**config.mk**
```make
export PLATFORM = sky130hd
export DESIGN_NAME = mbx_dispatch
export DESIGN_NICKNAME = d
export VERILOG_FILES = /design/src/rtl/mbx_pkg.sv /design/src/rtl/mbx_cmd_table.sv /design/src/rtl/mbx_stub_handlers.sv /design/src/rtl/mbx_zero_fill.sv /design/src/rtl/mbx_dispatch.sv
export SDC_FILE = /design/constraint.sdc
export NUM_CORES = 1
export LEC_CHECK = 0
export ABC_AREA = 1
export BUFFER_PORTS_ARGS = -buffer_cell sky130_fd_sc_hd__buf_4
export CAP_MARGIN = 10
export CORE_MARGIN = 3
export CORE_UTILIZATION = 45
export CTS_BUF_LIST = sky130_fd_sc_hd__clkbuf_8
export CTS_CLUSTER_DIAMETER = 40
export DETAILED_ROUTE_END_ITERATION = 8
export GPL_ROUTABILITY_DRIVEN = 0
export PLACE_DENSITY_LB_ADDON = 0.2
export SYNTH_ARGS = -nofsm -noshare
export SYNTH_HDL_FRONTEND = slang
export SYNTH_SLANG_ARGS = --single-unit
```
**constraint.sdc**
```tcl
create_clock -name clk -period 4.2 [get_ports clk]
set_input_delay 0.21 -clock clk [delete_from_list [all_inputs] [get_ports clk]]
set_output_delay 0.21 -clock clk [all_outputs]
set_load 0.01 [all_outputs]
```
**src/rtl/mbx_pkg.sv**
```systemverilog
`timescale 1ns/1ps
package mbx_pkg;
  localparam int CMD_W    = 32;
  localparam int LEN_W    = 16;
  localparam int OPC_W    = 16;
  localparam int RC_W     = 8;
  localparam int NUM_CMDS = 13;
  localparam int IDX_W    = $clog2(NUM_CMDS);

  localparam logic [LEN_W-1:0] LEN_ANY = '1;

  localparam logic [RC_W-1:0] RC_OK       = 8'h00;
  localparam logic [RC_W-1:0] RC_UNSUP    = 8'h03;
  localparam logic [RC_W-1:0] RC_INTERNAL = 8'h04;
  localparam logic [RC_W-1:0] RC_BADLEN   = 8'h16;

  typedef struct packed {
    logic [OPC_W-1:0] opcode;
    logic [LEN_W-1:0] in_len;
    logic [LEN_W-1:0] out_len;
    logic             zero_fill;
  } cmd_entry_t;

  // Entries kept in ascending opcode order; the position is the handler index.
  function automatic cmd_entry_t cmd_entry(input int unsigned idx);
    cmd_entry_t e;
    e = '0;
    case (idx)
      0:  e = '{16'h0100, 16'd1,   16'h0020, 1'b1};
      1:  e = '{16'h0101, LEN_ANY, 16'h0000, 1'b0};
      2:  e = '{16'h0102, 16'd0,   16'h0004, 1'b1};
      3:  e = '{16'h0103, 16'd4,   16'h0000, 1'b0};
      4:  e = '{16'h0200, 16'd0,   16'h0050, 1'b0};
      5:  e = '{16'h0300, 16'd0,   16'h0008, 1'b1};
      6:  e = '{16'h0301, 16'd8,   16'h0000, 1'b0};
      7:  e = '{16'h0400, 16'd0,   16'h001c, 1'b1};
      8:  e = '{16'h0401, 16'h18,  16'h0018, 1'b1};
      9:  e = '{16'h4000, 16'd0,   16'h0043, 1'b0};
      10: e = '{16'h4100, 16'd0,   16'h0020, 1'b1};
      11: e = '{16'h4102, 16'd8,   16'h0010, 1'b1};
      12: e = '{16'h4103, LEN_ANY, 16'h0000, 1'b0};
      default: e = '0;
    endcase
    return e;
  endfunction
endpackage

```
**src/rtl/mbx_cmd_table.sv**
```systemverilog
`timescale 1ns/1ps
module mbx_cmd_table
  import mbx_pkg::*;
(
  input  logic             clk,
  input  logic             rst_n,
  input  logic [OPC_W-1:0] opcode_i,
  input  logic [LEN_W-1:0] in_len_i,
  output logic             hit_o,
  output logic [IDX_W-1:0] idx_o,
  output logic             len_ok_o
);
  logic [NUM_CMDS-1:0] match;
  logic [LEN_W-1:0]    ent_len [NUM_CMDS];
  logic [LEN_W-1:0]    sel_len;

  for (genvar i = 0; i < NUM_CMDS; i++) begin : g_ent
    assign match[i]   = (cmd_entry(i).opcode == opcode_i);
    assign ent_len[i] = cmd_entry(i).in_len;
  end

  always_comb begin
    idx_o   = '0;
    sel_len = '0;
    for (int i = 0; i < NUM_CMDS; i++) begin
      if (match[i]) begin
        idx_o   = IDX_W'(i);
        sel_len = ent_len[i];
      end
    end
  end

  assign hit_o    = |match;
  assign len_ok_o = (sel_len == LEN_ANY) || (sel_len == in_len_i);

  // the table never matches two entries for one opcode
  assert_unique_match_R3: assert property (@(posedge clk) disable iff (!rst_n)
    $onehot0(match));
endmodule

```
**src/rtl/mbx_stub_handlers.sv**
```systemverilog
`timescale 1ns/1ps
module mbx_stub_handlers
  import mbx_pkg::*;
(
  input  logic [IDX_W-1:0] idx_i,
  output logic [RC_W-1:0]  rc_o,
  output logic [LEN_W-1:0] out_len_o,
  output logic             zero_fill_o
);
  logic [LEN_W-1:0]    rsp_len [NUM_CMDS];
  logic [NUM_CMDS-1:0] rsp_zero;

  for (genvar i = 0; i < NUM_CMDS; i++) begin : g_rsp
    assign rsp_len[i]  = cmd_entry(i).out_len;
    assign rsp_zero[i] = cmd_entry(i).zero_fill;
  end

  always_comb begin
    out_len_o   = '0;
    zero_fill_o = 1'b0;
    for (int i = 0; i < NUM_CMDS; i++) begin
      if (idx_i == IDX_W'(i)) begin
        out_len_o   = rsp_len[i];
        zero_fill_o = rsp_zero[i];
      end
    end
  end

  assign rc_o = RC_OK;
endmodule

```
**src/rtl/mbx_zero_fill.sv**
```systemverilog
`timescale 1ns/1ps
module mbx_zero_fill
  import mbx_pkg::*;
#(
  parameter int PAY_BYTES = 64,
  localparam int PAY_AW = $clog2(PAY_BYTES)
) (
  input  logic              clk,
  input  logic              rst_n,
  input  logic              start_i,
  input  logic [LEN_W-1:0]  count_i,
  output logic              pay_valid_o,
  input  logic              pay_ready_i,
  output logic [PAY_AW-1:0] pay_addr_o,
  output logic [7:0]        pay_data_o,
  output logic              done_o
);
  localparam logic [LEN_W-1:0] LIMIT = LEN_W'(PAY_BYTES);

  logic             active_q;
  logic [LEN_W-1:0] cnt_q;
  logic [LEN_W-1:0] total_q;
  logic             last;

  assign last   = (cnt_q == total_q - 1'b1);
  assign done_o = active_q && pay_ready_i && last;

  always_ff @(posedge clk or negedge rst_n) begin
    if (!rst_n) begin
      active_q <= 1'b0;
      cnt_q    <= '0;
      total_q  <= '0;
    end else if (start_i) begin
      active_q <= 1'b1;
      cnt_q    <= '0;
      total_q  <= count_i;
    end else if (active_q && pay_ready_i) begin
      cnt_q <= cnt_q + 1'b1;
      if (last) active_q <= 1'b0;
    end
  end

  assign pay_valid_o = active_q;
  assign pay_addr_o  = cnt_q[PAY_AW-1:0];
  assign pay_data_o  = 8'h00;

  // a stalled beat keeps valid and address until accepted
  assert_pay_hold_R7: assert property (@(posedge clk) disable iff (!rst_n)
    (pay_valid_o && !pay_ready_i) |=> (pay_valid_o && $stable(pay_addr_o)));
  // no beat addresses past the payload buffer
  assert_no_overflow_R5: assert property (@(posedge clk) disable iff (!rst_n)
    pay_valid_o |-> (cnt_q < LIMIT));
endmodule

```
**src/rtl/mbx_dispatch.sv**
```systemverilog
`timescale 1ns/1ps
module mbx_dispatch
  import mbx_pkg::*;
#(
  parameter int PAY_BYTES = 64,
  localparam int PAY_AW = $clog2(PAY_BYTES)
) (
  input  logic              clk,
  input  logic              rst_n,
  input  logic              host_cmd_we,
  input  logic [31:0]       host_cmd_wdata,
  input  logic              host_db_we,
  input  logic              host_db_wdata,
  output logic [31:0]       cmd_reg_o,
  output logic [7:0]        status_o,
  output logic              doorbell_o,
  output logic              busy_o,
  output logic              hsel_valid_o,
  output logic [3:0]        hsel_idx_o,
  output logic              pay_valid_o,
  input  logic              pay_ready_i,
  output logic [PAY_AW-1:0] pay_addr_o,
  output logic [7:0]        pay_data_o
);
  localparam logic [LEN_W-1:0] PAY_LIMIT = LEN_W'(PAY_BYTES);

  typedef enum logic [2:0] {S_IDLE, S_LOOKUP, S_HANDLE, S_FILL, S_DONE} state_t;

  state_t            state_q;
  logic [CMD_W-1:0]  cmd_q;
  logic              db_q;
  logic [RC_W-1:0]   rc_q;
  logic [RC_W-1:0]   status_q;
  logic [LEN_W-1:0]  out_len_q;
  logic [IDX_W-1:0]  idx_q;

  logic              tbl_hit, tbl_len_ok;
  logic [IDX_W-1:0]  tbl_idx;
  logic [RC_W-1:0]   stub_rc;
  logic [LEN_W-1:0]  stub_len;
  logic              stub_zero;
  logic              oversize, fill_start, fill_done, busy;

  mbx_cmd_table u_table (
    .clk      (clk),
    .rst_n    (rst_n),
    .opcode_i (cmd_q[15:0]),
    .in_len_i (cmd_q[31:16]),
    .hit_o    (tbl_hit),
    .idx_o    (tbl_idx),
    .len_ok_o (tbl_len_ok)
  );

  mbx_stub_handlers u_stubs (
    .idx_i       (idx_q),
    .rc_o        (stub_rc),
    .out_len_o   (stub_len),
    .zero_fill_o (stub_zero)
  );

  assign oversize   = stub_len > PAY_LIMIT;
  assign fill_start = (state_q == S_HANDLE) && !oversize && stub_zero && (stub_len != '0);

  mbx_zero_fill #(.PAY_BYTES(PAY_BYTES)) u_fill (
    .clk         (clk),
    .rst_n       (rst_n),
    .start_i     (fill_start),
    .count_i     (stub_len),
    .pay_valid_o (pay_valid_o),
    .pay_ready_i (pay_ready_i),
    .pay_addr_o  (pay_addr_o),
    .pay_data_o  (pay_data_o),
    .done_o      (fill_done)
  );

  always_ff @(posedge clk or negedge rst_n) begin
    if (!rst_n) begin
      state_q   <= S_IDLE;
      cmd_q     <= '0;
      db_q      <= 1'b0;
      rc_q      <= RC_OK;
      status_q  <= RC_OK;
      out_len_q <= '0;
      idx_q     <= '0;
    end else begin
      case (state_q)
        S_IDLE: begin
          if (host_cmd_we) cmd_q <= host_cmd_wdata;
          if (host_db_we && host_db_wdata) begin
            db_q    <= 1'b1;
            state_q <= S_LOOKUP;
          end
        end
        S_LOOKUP: begin
          out_len_q <= cmd_q[31:16];
          if (!tbl_hit) begin
            rc_q    <= RC_UNSUP;
            state_q <= S_DONE;
          end else if (!tbl_len_ok) begin
            rc_q    <= RC_BADLEN;
            state_q <= S_DONE;
          end else begin
            idx_q   <= tbl_idx;
            state_q <= S_HANDLE;
          end
        end
        S_HANDLE: begin
          if (oversize) begin
            rc_q      <= RC_INTERNAL;
            out_len_q <= '0;
            state_q   <= S_DONE;
          end else begin
            rc_q      <= stub_rc;
            out_len_q <= stub_len;
            state_q   <= fill_start ? S_FILL : S_DONE;
          end
        end
        S_FILL: begin
          if (fill_done) state_q <= S_DONE;
        end
        S_DONE: begin
          cmd_q    <= {out_len_q, 16'h0000};
          status_q <= rc_q;
          db_q     <= 1'b0;
          state_q  <= S_IDLE;
        end
        default: state_q <= S_IDLE;
      endcase
    end
  end

  assign busy         = (state_q != S_IDLE);
  assign busy_o       = busy;
  assign doorbell_o   = db_q;
  assign cmd_reg_o    = cmd_q;
  assign status_o     = status_q;
  assign hsel_valid_o = (state_q == S_HANDLE);
  assign hsel_idx_o   = 4'(idx_q);

  // busy and doorbell move together
  assert_busy_is_db_R8: assert property (@(posedge clk) disable iff (!rst_n)
    busy == db_q);
  // command register frozen while a command is in flight
  assert_cmd_frozen_R1: assert property (@(posedge clk) disable iff (!rst_n)
    (busy && state_q != S_DONE) |=> $stable(cmd_q));
  // missing opcode leads to the unsupported code
  assert_unsupported_R2: assert property (@(posedge clk) disable iff (!rst_n)
    (state_q == S_LOOKUP && !tbl_hit) |=> (state_q == S_DONE && rc_q == RC_UNSUP));
  // wrong length leads to the length code
  assert_bad_len_R3: assert property (@(posedge clk) disable iff (!rst_n)
    (state_q == S_LOOKUP && tbl_hit && !tbl_len_ok) |=> (rc_q == RC_BADLEN));
  // handler select is a single-cycle strobe
  assert_hsel_pulse_R4: assert property (@(posedge clk) disable iff (!rst_n)
    hsel_valid_o |=> !hsel_valid_o);
  // oversize handler result becomes internal error with zero length
  assert_oversize_R5: assert property (@(posedge clk) disable iff (!rst_n)
    (state_q == S_HANDLE && oversize) |=> (rc_q == RC_INTERNAL && out_len_q == '0 && !pay_valid_o));
  // completion clears set/command and publishes status with the doorbell drop
  assert_complete_R6: assert property (@(posedge clk) disable iff (!rst_n)
    (state_q == S_DONE) |=> (cmd_q[15:0] == 16'h0 && !db_q && status_q == $past(rc_q)));
endmodule

```
==> results of run 1 <==
## per-stage QoR
stage	worst slack, ns	instances
2_1_floorplan	2.305	591
3_3_place_gp	1.908	778
3_5_place_dp	1.828	778
4_1_cts	1.806	795
5_1_grt	1.535	795
6_report	1.832	795
## report_power, final
group          leakage [nW]  internal [mW]  switching, mW
clock network        0.0931          0.228          0.337
registers              1.07           1.13          0.273
logic                  1.66          0.610          0.829
## timing repair
item | 4_1_cts | 5_1_grt
hold endpoints to repair | 13 | 0
resized for setup | 0 | 0
hold buffers | 1 | 0
## sequential cells by signal, indices dropped and copies added (netlist names)
signal,flops
cmd_reg_o,32
doorbell_o,1
hsel_idx_o,4
out_len_q,16
rc_q,4
state_q,3
status_o,4
u_fill.cnt_q,16
u_fill.pay_valid_o,1
u_fill.total_q,6
## path summary, 6_finish.rpt
path / startpoint / to / slack (ns) / cells past startpoint
worst max-delay path: state_q[2] / state_q[0] / 1.83 / 7
min in group asynchronous: rst_n / u_fill.cnt_q[8] / 0.21 / 2
worst min-delay path: host_cmd_wdata[0] / cmd_reg_o[0] / 0.04 / 3
worst max register to register: state_q[2] / state_q[0] / 1.83 / 7
max in group asynchronous: rst_n / state_q[2] / 2.80 / 3
worst min register to register: status_o[4] / status_o[4] / 0.48 / 2
## cells in the final DEF, fill, tap and decap left out, types with 2 or more instances in the layout
| cell type | netlist | layout |
|---|---|---|
| clkbuf_8 | 0 | 9 |
| o21ai_1 | 10 | 10 |
| nor4_1 | 2 | 2 |
| nor3b_1 | 2 | 2 |
| nand4_1 | 17 | 17 |
| a21oi_1 | 22 | 22 |
| nor2_4 | 5 | 5 |
| buf_4 | 18 | 91 |
| inv_6 | 0 | 4 |
| conb_1 | 1 | 12 |
| o21ai_0 | 36 | 36 |
| ha_1 | 4 | 4 |
| o211ai_1 | 3 | 3 |
| nor2_1 | 79 | 78 |
| nor2_2 | 7 | 8 |
| inv_1 | 62 | 62 |
| nand2_2 | 3 | 3 |
| dfrtp_1 | 87 | 87 |
| xnor2_1 | 2 | 2 |
| nor3_2 | 2 | 2 |
| nand2_1 | 93 | 93 |
| xor2_1 | 3 | 3 |
| nand3_1 | 42 | 42 |
| inv_2 | 6 | 6 |
| a211oi_1 | 2 | 2 |
| a32o_1 | 12 | 12 |
| nor3_1 | 9 | 9 |
| a221oi_1 | 16 | 16 |
| nand2_4 | 5 | 5 |
## layout make-up
cell class | instances | area [sq um] | share of cell area
clock buffers | 9 | 123.9 | 0.02213
clock inverters | 7 | 62.56 | 0.01118
inverters | 68 | 255.2 | 0.04561
multi-input cells | 399 | 2118 | 0.3785
flip-flops and latches | 87 | 2177 | 0.3890
well taps | 133 | 166.4 | 0.02973
repair buffers | 92 | 693.2 | 0.1239
## tightest hold or removal path, stage by stage
cell and delay, ns:
buf_4 0.08, nand2_1 0.04, o21ai_0 0.05
## kinds of logic (layout without fill, tap and decap cells)
family                   Yosys count  after routing  synth area share
XOR/XNOR                           5              5          0.009283
buffers and inverters            105            176           0.09891
flip-flops                        87             87            0.4614
adder cells (fa/ha/maj)            4              4           0.01061
AO/OA/AOI/OAI                    108            108            0.1480
AND/OR/NAND/NOR                  270            270            0.2710
other                              1             12         0.0007948
## layer usage
layer	track usage	vias to the layer above	routed length (um)
met5	0	-	0
met4	0.07935	0	147
met3	0.04179	15	671
met2	0.3641	133	5966
met1	0.2721	2043	5007
li1	-	2078	-
==> flow_metrics.py, run 1 <==
metrics = {
    "status": {
        "outcome": "complete, no violations",
    },
    "route": {
        "viasPerCell": 5.370,
        "vias": 4269,
        "wl_per_cell_um": 14.83,
        "wl_um": 11790,
        "drtAntennaViolNets": 0,
        "drtIter0Drc": 238,
        "drc_errors": 0,
        "drtPass1Iterations": 5,
    },
    "yosys": {
        "synth_most_common_cell": "nand2_1",
        "synth_edf_count": 0,
        "synth.distinct_cells": 41,
        "ys_top_cells_by_area": "dfrtp_1 46%, nand2_1 7.4%, nor2_1 6.3%, inv_1 4.9%, nand3_1 4.5%",
        "yosys_register_bits": 87,
        "synthesis.area_sq_um": 4718,
        "yosys.area.top_type": "dfrtp_1",
        "syn_avg_cell_area_sq_um": 8.135,
        "yosys-top-cells-count": "93 x nand2_1, 87 x dfrtp_1, 79 x nor2_1, 62 x inv_1, 42 x nand3_1",
        "yosysWarnings": 0,
        "synth_top_area_frac": 0.4614,
        "ys_seq_area_frac": 0.4614,
        "async_reset_ff_frac": 1.000,
        "synth_ff_type": "dfrtp_1",
        "synthCells": 580,
    },
    "clocking": {
        "clk_latency_ns": 0.38,
        "cts_buffers": 9,
        "cts_tree": "yes",
        "cts_max_path_buffers": 2,
        "htree_levels": 3,
        "post-cts-setup-buffers": 0,
        "clock-sinks": 87,
        "clkTransAtPathRegs_ns": 0.09,
        "root_buffer": "clkbuf_8",
    },
    "floorplan": {
        "die_w_um": 108.4,
        "dieArea_sq_um": 11750,
        "coreArea_sq_um": 10000,
        "ioPinCount": 100,
        "die_y_um": 108.4,
        "row_count": 36,
        "initial_core_util": 0.4718,
    },
    "setup_path": {
        "cp_common_cell": "inv_2",
        "critPathCaptureType": "register",
        "crit_slowest_cell": "dfrtp_1",
        "critPathMaxStageDelay_ns": 0.46,
        "worstPathCellList": "nor3_4, inv_2, a221oi_2, nand2_1, inv_2, nor2_1, o21ai_1",
        "worstPathMaxFanout": 24,
        "cp_num_buf_inv": 2,
        "critical_path.top_delay_family": "simple AND/OR/NAND/NOR gates",
        "cp.arrival_ns": 2.66,
        "startpoint_type": "register",
        "crit_type": "register to register",
        "required_ns": 4.50,
    },
    "finish": {
        "drive_gt1_frac": 0.2115,
        "nNetsFinal": 699,
        "final_util": 0.5597,
        "fillerInstances": 952,
        "area_growth_pct": 18.62,
        "antenna_cells": 0,
        "final_area_sq_um": 5597,
    },
    "global_routing": {
        "grt_start_max_net_pins": 75,
        "globalRoute.totalOverflow": 0,
        "grt_pass1_vias": 4344,
        "track_usage": 0.2145,
        "grt_pass1_wl_um": 20150,
        "antenna_found_initial": 0,
    },
    "pwr": {
        "cellLeakagePower_nw": 2.829,
        "power.density_nw_per_um2": 608.1,
        "total_power_mw": 3.403,
        "vdd_drop_max_uv": 313.3,
    },
    "placed_design": {
        "place_area_sq_um": 5400,
        "hpwl_um": 8452,
        "io_buffers": 87,
    },
    "timing": {
        "setup_viol": 0,
        "hold_viol": 0,
        "maxSlewViolCount": 0,
        "whs_ns": 0.04335,
        "tightest_slew_ns": 1.018,
        "rsz0062_at_grt": "false",
        "setup_tns_ns": 0,
        "skew_ns": 0.01575,
        "max_slew_margin": 0.3207,
        "fmax_mhz": 422.3,
        "finalCriticalPeriod_ns": 2.368,
        "period_share": 0.5639,
    },
    "flow_run": {
        "max_cap_violations": 0,
    },
    "min_path": {
        "hp-class": "primary input to register",
    },
}
Note: power is estimated with default switching activity, not from simulation.
==> inputs of run 2 (changes only) <==
==> constraint.sdc (replaced) <==
create_clock -name clk -period 2.09 [get_ports clk]
set_input_delay 0.1045 -clock clk [delete_from_list [all_inputs] [get_ports clk]]
set_output_delay 0.1045 -clock clk [all_outputs]
set_load 0.01 [all_outputs]
==> run 2 against run 1 <==
  * Wire length is 5.7% higher
  * Cell area is 7.4% higher
  * Global-route usage is 0.35 points higher
  * Sequential power is 100% higher
  * Count of clock-buffer cells in the layout stayed put
  * Flip-flop and latch count stayed put
  * Maximum frequency is 17% higher
  * Power is 110% higher
  * Register-to-register slack worse by 1.8 ns
  * Sequential share of layout area is 2.7 points lower
  * Setup slack worse by 1.8 ns
  * Critical path type unchanged
  * Largest cell class is now multi-input gates
  * Largest power group unchanged
  * Highest routed layer unchanged
==> flow_metrics.py, run 2 (synthesis gave the netlist of run 1 again) <==
metrics = {
    "floorplan": {
        "die_w_um": 108.4,
        "row_count": 36,
        "initial_core_util": 0.4718,
        "ioPinCount": 100,
        "dieArea_sq_um": 11750,
        "coreArea_sq_um": 10000,
        "die_y_um": 108.4,
    },
    "route": {
        "wl_per_cell_um": 14.93,
        "viasPerCell": 5.371,
        "drtIter0Drc": 175,
        "drtAntennaViolNets": 0,
        "drc_errors": 0,
        "vias": 4485,
        "wl_um": 12460,
        "drtPass1Iterations": 4,
    },
    "timing": {
        "whs_ns": 0.02397,
        "tightest_slew_ns": 0.5006,
        "hold_viol": 0,
        "maxSlewViolCount": 0,
        "period_share": 0.9667,
        "finalCriticalPeriod_ns": 2.020,
        "max_slew_margin": 0.6663,
        "skew_ns": 0.01312,
        "rsz0062_at_grt": "true",
        "fmax_mhz": 495.0,
        "setup_viol": 0,
        "finalWorstSetupSlack_ns": 0.06963,
    },
    "setup_path": {
        "required_ns": 2.36,
        "crit_type": "register to register",
        "cp.arrival_ns": 2.29,
        "worstPathMaxFanout": 6,
        "startpoint_type": "register",
        "critPathCaptureType": "register",
    },
    "min_path": {
        "hp-class": "primary input to register",
    },
    "finish": {
        "instances_no_fill": 835,
        "largest_reg_flops": 32,
        "layout_common_cells": "113 x buf_4, 89 x nand2_1, 86 x dfrtp_1",
        "area_growth_pct": 27.39,
        "nNetsFinal": 739,
        "mostFrequentLayoutCell": "buf_4",
        "drive_gt1_frac": 0.2564,
        "antenna_cells": 0,
    },
    "clocking": {
        "cts_max_path_buffers": 2,
        "clk_latency_ns": 0.36,
        "clock-sinks": 87,
        "cts_buffers": 9,
        "clkTransAtPathRegs_ns": 0.09,
        "cts_tree": "yes",
        "htree_levels": 3,
        "root_buffer": "clkbuf_8",
    },
    "pwr": {
        "total_power_mw": 7.026,
        "cellLeakagePower_nw": 3.043,
        "vdd_drop_max_uv": 666.2,
        "power.density_nw_per_um2": 1169,
    },
    "flow_run": {
        "max_cap_violations": 0,
    },
    "placed_design": {
        "placedCellCount": 794,
        "hpwl_um": 8767,
        "io_buffers": 87,
        "pre_cts_ws_ns": 0.06648,
    },
    "global_routing": {
        "grtUsageMet2": 0.3890,
        "gr-max-usage-layer": "met2",
        "track_usage": 0.2180,
        "grt_use_met1": 0.2755,
        "antenna_found_initial": 0,
        "use_met3": 0.03403,
        "grt_pass1_wl_um": 20460,
        "globalRoute.totalOverflow": 0,
        "grt_start_max_net_pins": 52,
        "grt_pass1_vias": 4388,
    },
    "status": {
        "outcome": "complete, no violations",
    },
}
## run 2: final timing paths
path	cells after the start	startpoint	to	slack (ns)
max in group asynchronous	3	rst_n	cmd_reg_o[21]	1.19
max	13	cmd_reg_o[10]	state_q[1]	0.07
max reg2reg	13	cmd_reg_o[10]	state_q[1]	0.07
min reg2reg	2	status_o[4]	status_o[4]	0.49
min in group asynchronous	2	rst_n	cmd_reg_o[7]	0.26
min	3	host_db_wdata	doorbell_o	0.02
## run 2: area by class of cell
class,count,area [sq um]
clock buffer,9,123.9
clock inverter,7,48.80
fill,900,3989
inverter,68,255.2
multi-input combinational,400,2200
sequential,87,2178
tap,133,166.4
timing repair buffer,131,1039
## run 2: repair_timing
item,in CTS,in global routing
endpoints found under the hold margin,52,0
hold buffers,17,0
setup buffers,0,7
endpoints found under the setup margin,0,13
gates resized for setup,0,22
## run 2: worst max-delay path, cell delays in order, from the launching register on
cell and delay, ns:
dfrtp_1 0.43, nor2_4 0.16, nand2_2 0.11, nor2_4 0.22
buf_4 0.15, nand2_2 0.07, nand4_1 0.09, nand2_1 0.06
inv_1 0.06, nand4_1 0.11, nand2_2 0.09, nand2_4 0.09
buf_4 0.15, o211ai_1 0.15
## run 2: report_power, final
group	leakage (nW)	internal (mW)	switching, mW	total, mW
clock network	0.0834	0.434	0.642	1.08
logic	1.89	1.37	1.77	3.15
registers	1.07	2.26	0.535	2.80
## run 2: metrics by stage
step	utilization	TNS [ns]	cell area, sq um
2_1_floorplan	-	0	4760
3_3_place_gp	0.5533	0	5533
3_5_place_dp	0.5533	0	5533
4_1_cts	0.5876	0	5876
5_1_grt	0.6011	-0.6552	6011
6_report	0.6011	0	6011
## run 2: metal layers
layer / up-vias / wire [um]
met5: - / 0
met4: 0 / 129
met3: 13 / 493
met2: 112 / 6536
met1: 2199 / 5305
li1: 2161 / -
